$ cat src/rtl/dla_pkg.sv
package dla_pkg;
    typedef enum logic [1:0] {
        ST_IDLE = 2'd0,
        ST_SCAN = 2'd1,
        ST_FIN  = 2'd2
    } dla_state_e;
endpackage

$ cat src/rtl/dla_lane_pick.sv
module dla_lane_pick #(
    parameter int LANES = 4,
    parameter int LVL_W = 2,
    parameter int IDX_W = (LANES > 1) ? $clog2(LANES) : 1
) (
    input  logic [LANES*2*LVL_W-1:0] req_i,
    input  logic [IDX_W-1:0]         idx_i,
    output logic [LVL_W-1:0]         swing_o,
    output logic [LVL_W-1:0]         pre_o
);
    localparam int FIELD_W = 2 * LVL_W;

    logic [FIELD_W-1:0] fields [LANES];
    logic [FIELD_W-1:0] sel;

    for (genvar g = 0; g < LANES; g++) begin : g_field
        assign fields[g] = req_i[g*FIELD_W +: FIELD_W];
    end

    assign sel     = fields[idx_i];
    assign swing_o = sel[LVL_W-1:0];
    assign pre_o   = sel[FIELD_W-1:LVL_W];
endmodule

$ cat src/rtl/dla_level_clamp.sv
module dla_level_clamp #(
    parameter int LVL_W  = 2,
    parameter int BYTE_W = 8
) (
    input  logic [LVL_W-1:0]  swing_i,
    input  logic [LVL_W-1:0]  pre_i,
    output logic [BYTE_W-1:0] byte_o
);
    localparam logic [LVL_W-1:0] LVL_MAX = {LVL_W{1'b1}};
    localparam logic [LVL_W-1:0] LVL_ONE = LVL_W'(1);
    localparam int PAD_W = BYTE_W - 2*LVL_W - 2;

    logic [LVL_W-1:0] swing_c, pre_c, ceil_c;
    logic             swing_top, pre_top;

    always_comb begin
        swing_top = (swing_i >= LVL_MAX);
        swing_c   = swing_top ? LVL_MAX : swing_i;
        ceil_c    = (swing_c <= LVL_ONE) ? (LVL_MAX - LVL_ONE) : (LVL_MAX - swing_c);
        pre_top   = (pre_i >= ceil_c);
        pre_c     = pre_top ? ceil_c : pre_i;
        byte_o    = {{PAD_W{1'b0}}, pre_top, pre_c, swing_top, swing_c};
    end
endmodule

$ cat src/rtl/drive_level_merger.sv
module drive_level_merger #(
    parameter int LANES  = 4,
    parameter int LVL_W  = 2,
    parameter int BYTE_W = 8
) (
    input  logic                        clk,
    input  logic                        rst_n,
    input  logic                        start_i,
    input  logic [$clog2(LANES):0]      lane_count_i,
    input  logic [LANES*2*LVL_W-1:0]    adj_req_i,
    output logic [LANES*BYTE_W-1:0]     train_set_o,
    output logic                        done_o
);
    import dla_pkg::*;

    localparam int IDX_W = (LANES > 1) ? $clog2(LANES) : 1;
    localparam int CNT_W = $clog2(LANES) + 1;
    localparam int REQ_W = LANES * 2 * LVL_W;

    typedef struct packed {
        dla_state_e        state;
        logic [IDX_W-1:0]  idx;
        logic [IDX_W-1:0]  last;
        logic [REQ_W-1:0]  req;
        logic [LVL_W-1:0]  vmax;
        logic [LVL_W-1:0]  pmax;
        logic [BYTE_W-1:0] train;
        logic              done;
    } regs_t;

    regs_t q, d;

    logic [LVL_W-1:0]  lane_swing, lane_pre;
    logic [BYTE_W-1:0] merged_byte;

    function automatic logic [IDX_W-1:0] last_lane(input logic [CNT_W-1:0] cnt);
        if (cnt == CNT_W'(1)) return IDX_W'(0);
        if (cnt == CNT_W'(2)) return IDX_W'(1);
        return IDX_W'(LANES - 1);
    endfunction

    dla_lane_pick #(.LANES(LANES), .LVL_W(LVL_W), .IDX_W(IDX_W)) u_pick (
        .req_i   (q.req),
        .idx_i   (q.idx),
        .swing_o (lane_swing),
        .pre_o   (lane_pre)
    );

    dla_level_clamp #(.LVL_W(LVL_W), .BYTE_W(BYTE_W)) u_clamp (
        .swing_i (q.vmax),
        .pre_i   (q.pmax),
        .byte_o  (merged_byte)
    );

    always_comb begin
        d      = q;
        d.done = 1'b0;
        case (q.state)
            ST_IDLE: begin
                if (start_i) begin
                    d.state = ST_SCAN;
                    d.idx   = '0;
                    d.last  = last_lane(lane_count_i);
                    d.req   = adj_req_i;
                    d.vmax  = '0;
                    d.pmax  = '0;
                end
            end
            ST_SCAN: begin
                if (lane_swing > q.vmax) d.vmax = lane_swing;
                if (lane_pre > q.pmax)   d.pmax = lane_pre;
                if (q.idx == q.last) d.state = ST_FIN;
                else                 d.idx   = q.idx + IDX_W'(1);
            end
            ST_FIN: begin
                d.train = merged_byte;
                d.done  = 1'b1;
                d.state = ST_IDLE;
            end
            default: d.state = ST_IDLE;
        endcase
    end

    always_ff @(posedge clk or negedge rst_n) begin
        if (!rst_n) q <= '0;
        else        q <= d;
    end

    for (genvar g = 0; g < LANES; g++) begin : g_out
        assign train_set_o[g*BYTE_W +: BYTE_W] = q.train;
    end
    assign done_o = q.done;

    assert_done_single_R8: assert property (@(posedge clk) disable iff (!rst_n)
        done_o |=> !done_o);

    assert_scan_in_range_R7: assert property (@(posedge clk) disable iff (!rst_n)
        (q.state == ST_SCAN) |-> (q.idx <= q.last));

    assert_capture_held_R9: assert property (@(posedge clk) disable iff (!rst_n)
        (q.state == ST_SCAN) |=> $stable(q.req));

    assert_hold_between_R10: assert property (@(posedge clk) disable iff (!rst_n)
        !$stable(q.train) |-> done_o);

    assert_pre_ceiling_R5: assert property (@(posedge clk) disable iff (!rst_n)
        (train_set_o[1:0] == 2'd3) |-> (train_set_o[4:3] == 2'd0));

    assert_pre_ceiling_mid_R5: assert property (@(posedge clk) disable iff (!rst_n)
        (train_set_o[1:0] == 2'd2) |-> (train_set_o[4:3] <= 2'd1));

    assert_swing_flag_R4: assert property (@(posedge clk) disable iff (!rst_n)
        train_set_o[2] |-> (train_set_o[1:0] == 2'd3));
endmodule

$ cat config.mk
export PLATFORM = sky130hd
export DESIGN_NAME = drive_level_merger
export DESIGN_NICKNAME = d
export VERILOG_FILES = /design/src/rtl/dla_pkg.sv /design/src/rtl/dla_lane_pick.sv /design/src/rtl/dla_level_clamp.sv /design/src/rtl/drive_level_merger.sv
export SDC_FILE = /design/constraint.sdc
export NUM_CORES = 1
export LEC_CHECK = 0
export BUFFER_PORTS_ARGS = -buffer_cell sky130_fd_sc_hd__buf_2
export CORE_MARGIN = 1
export CORE_UTILIZATION = 50
export DETAILED_ROUTE_END_ITERATION = 6
export PLACE_DENSITY = 0.77
export SKIP_LAST_GASP = 1
export SLEW_MARGIN = 15
export SYNTH_ARGS = -nofsm -noshare
export SYNTH_HDL_FRONTEND = slang
export SYNTH_HIERARCHICAL = 1
export SYNTH_SLANG_ARGS = --single-unit
$ cat constraint.sdc
create_clock -name clk -period 2.23 [get_ports clk]
set_input_delay 0.446 -clock clk [delete_from_list [all_inputs] [get_ports clk]]
set_output_delay 0.446 -clock clk [all_outputs]
set_load 0.05 [all_outputs]
==> run summary <==
Status - complete, no violations
Cells after DPL - 266
FP Rows - 22
WP data required - 2440 ps
FF-to-FF setup slack - 170 ps
IO Port Bufs - 54
Max Fclk - 487 MHz
Post-CTS Setup Inserts - 0
Sequential share of the synthesized area - 0.433
Fin. Hold Viols - 0
Core Footprint - 3770 µm²
PostCTS Resize Cnt - 0
Synth Register Bits - 35
Skew final - 7.16 ps
Worst R2R Path Depth - 5
Commonest cells after routing, fill and taps aside - nand2_1 (63), buf_2 (54), dfrtp_1 (35)
Worst Path Arrival - 2260 ps
Final WS setup - 175 ps
Fillers - 350
Met3 Wirelength - 190 µm
Syn_area_per_cell - 9.91 µm²
Crit path launch - q[31]
Area leader, netlist - dfrtp_1
R2r startpoint - q[31]
Post-synthesis cell area - 2020 µm²
Total CTS buffers - 5
Slew headroom - 0.496
Top post-synthesis cells by area - dfrtp_1 (43%), buf_4 (14%), nand2_1 (12%)
Die H - 65.6 µm
Largest net degree at the start of global routing - 36
Drt drc - 0
CP Launch Type - flip-flop
Drt pass-1 iters - 4
I/O Pins - 55
Non-Filler Instances - 274
Mapped Cells - 204
Final antenna diode count - 0
DRT iter0 DRCs - 21
First-pass GRT wire length - 5140 µm
CTS tree - done
Hold Crit Class - input pin to asynchronous set/reset pin
EDFF count, synth - 0
Clock-pin slew of the registers on the worst-case setup and hold paths - 70 ps
Ratio of final minimum period to clock period - 0.922
DR vias - 1,311
Top cell type's share of synthesized area - 0.433
Critical Path Sink Type - flip-flop
Clk root buf - clkbuf_8
Layout area overhead - 5.75%
Initial antenna violation count - 0
Top FF cell, synth - dfrtp_1
Minimum clock period - 2060 ps
WHS - 223 ps
Unrepaired setup endpoints after global routing - no
Die ar. - 4300 µm²
Place WS - 196 ps
Die X-Extent - 65.6 µm
Grt ovf - 0
Placer's final routability congestion estimate - 0.763
Worst-skew pair later-pin latency - 290 ps
H-Tree Depth - 2
Routed wire length per instance - 10.7 µm
Most common cell after layout, fill and taps aside - nand2_1
FFs w/ async S/R, synth - 1.00
Setup Viol. Count Final - 0
Hold buffers post-CTS - 0
DRT Wirelength - 2940 µm
Vias per cell - 4.78
WL met1 - 1350 µm
Number of global-route vias before repair - 1,218
Final HPWL DP - 2210 µm
Max cap viols - 0
Highest Signal Layer - met4
Synth warnings - 6
Worst-Margin Slew - 756 ps
GRT Util Overall - 0.162
Sum Neg Setup Slack - 0 ps
Routed Antenna Nets - 0
Crit path max fanout - 4
Count of pins over their slew limit - 0
Kind of critical path - flip-flop to flip-flop
Initial Utilization - 0.536
Layout Nets - 254
End of the worst register-to-register path - q[10]
Share of cells above drive strength 1 - 0.341
Clock buffer depth - 2
# clock sinks - 35
Distinct cell type count after synthesis - 33
Met2 routed WL - 1350 µm
-- cell usage after synthesis (all sizes together) (2+ instances only) --
library cell,number
nand2,63
buf,41
dfrtp,35
mux2,9
ha,7
inv,7
nor2b,5
mux2i,4
mux4,4
o21ai,4
clkbuf,3
nor2,3
xnor2,3
nand2b,2
nor3b,2
o211ai,2
-- flip-flops by register name, indices dropped and copies added, names as in the netlist --
| signal | count |
|---|---|
| q | 26 |
| train_set_o | 8 |
| done_o | 1 |
-- worst max-delay path by stage --
stage / end / slack [ps] / depth (start not counted)
final: q[10] / 170 / 5
after floorplan: q[11] / 220 / 5
after global routing: q[10] / 60 / 5
after CTS: q[10] / 170 / 5
after detailed placement: q[12] / 200 / 5
after global placement: q[11] / 270 / 5
-- area by class of cell --
| type | count | area, µm² | share of cell area |
|---|---|---|---|
| clock buffers | 6 | 72.6 | 0.0339 |
| clock inverters | 2 | 12.5 | 0.00585 |
| inverters | 7 | 26.3 | 0.0123 |
| multi-input cells | 119 | 798 | 0.373 |
| flip-flops and latches | 35 | 876 | 0.410 |
| well taps | 48 | 60.1 | 0.0281 |
| repair buffers | 57 | 293 | 0.137 |
-- kinds of logic after synthesis --
logic type	synth area share
AND/OR/NAND/NOR	0.171
buffers and inverters	0.174
flip-flops	0.433
multiplexers	0.124
AO/OA/AOI/OAI	0.0396
adder cells (fa/ha/maj)	0.0433
XOR/XNOR	0.0130
other	0.00185
-- layer usage --
layer  vias up  GRT usage
met2        54      0.271
met1       592      0.186
met4         0     0.0734
met5         -          0
met3         7     0.0573
li1        658          -
-- worst max-delay path, stage by stage (launching register included) --
cell	delay, ps
dfrtp_1	420
mux4_1	600
ha_1	300
nor2b_1	130
o211ai_1	280
mux2i_1	240
-- per-stage QoR --
stage | instance area, µm² | utilization
after CTS | 2140 | 0.567
after detailed placement | 2050 | 0.544
after floorplan | 2030 | -
final | 2140 | 0.567
after global placement | 2050 | 0.544
after global routing | 2140 | 0.567
Power is left out: the tool's default activity adds up to more than one toggle a clock period on the data nets, which glitch-free logic cannot reach.
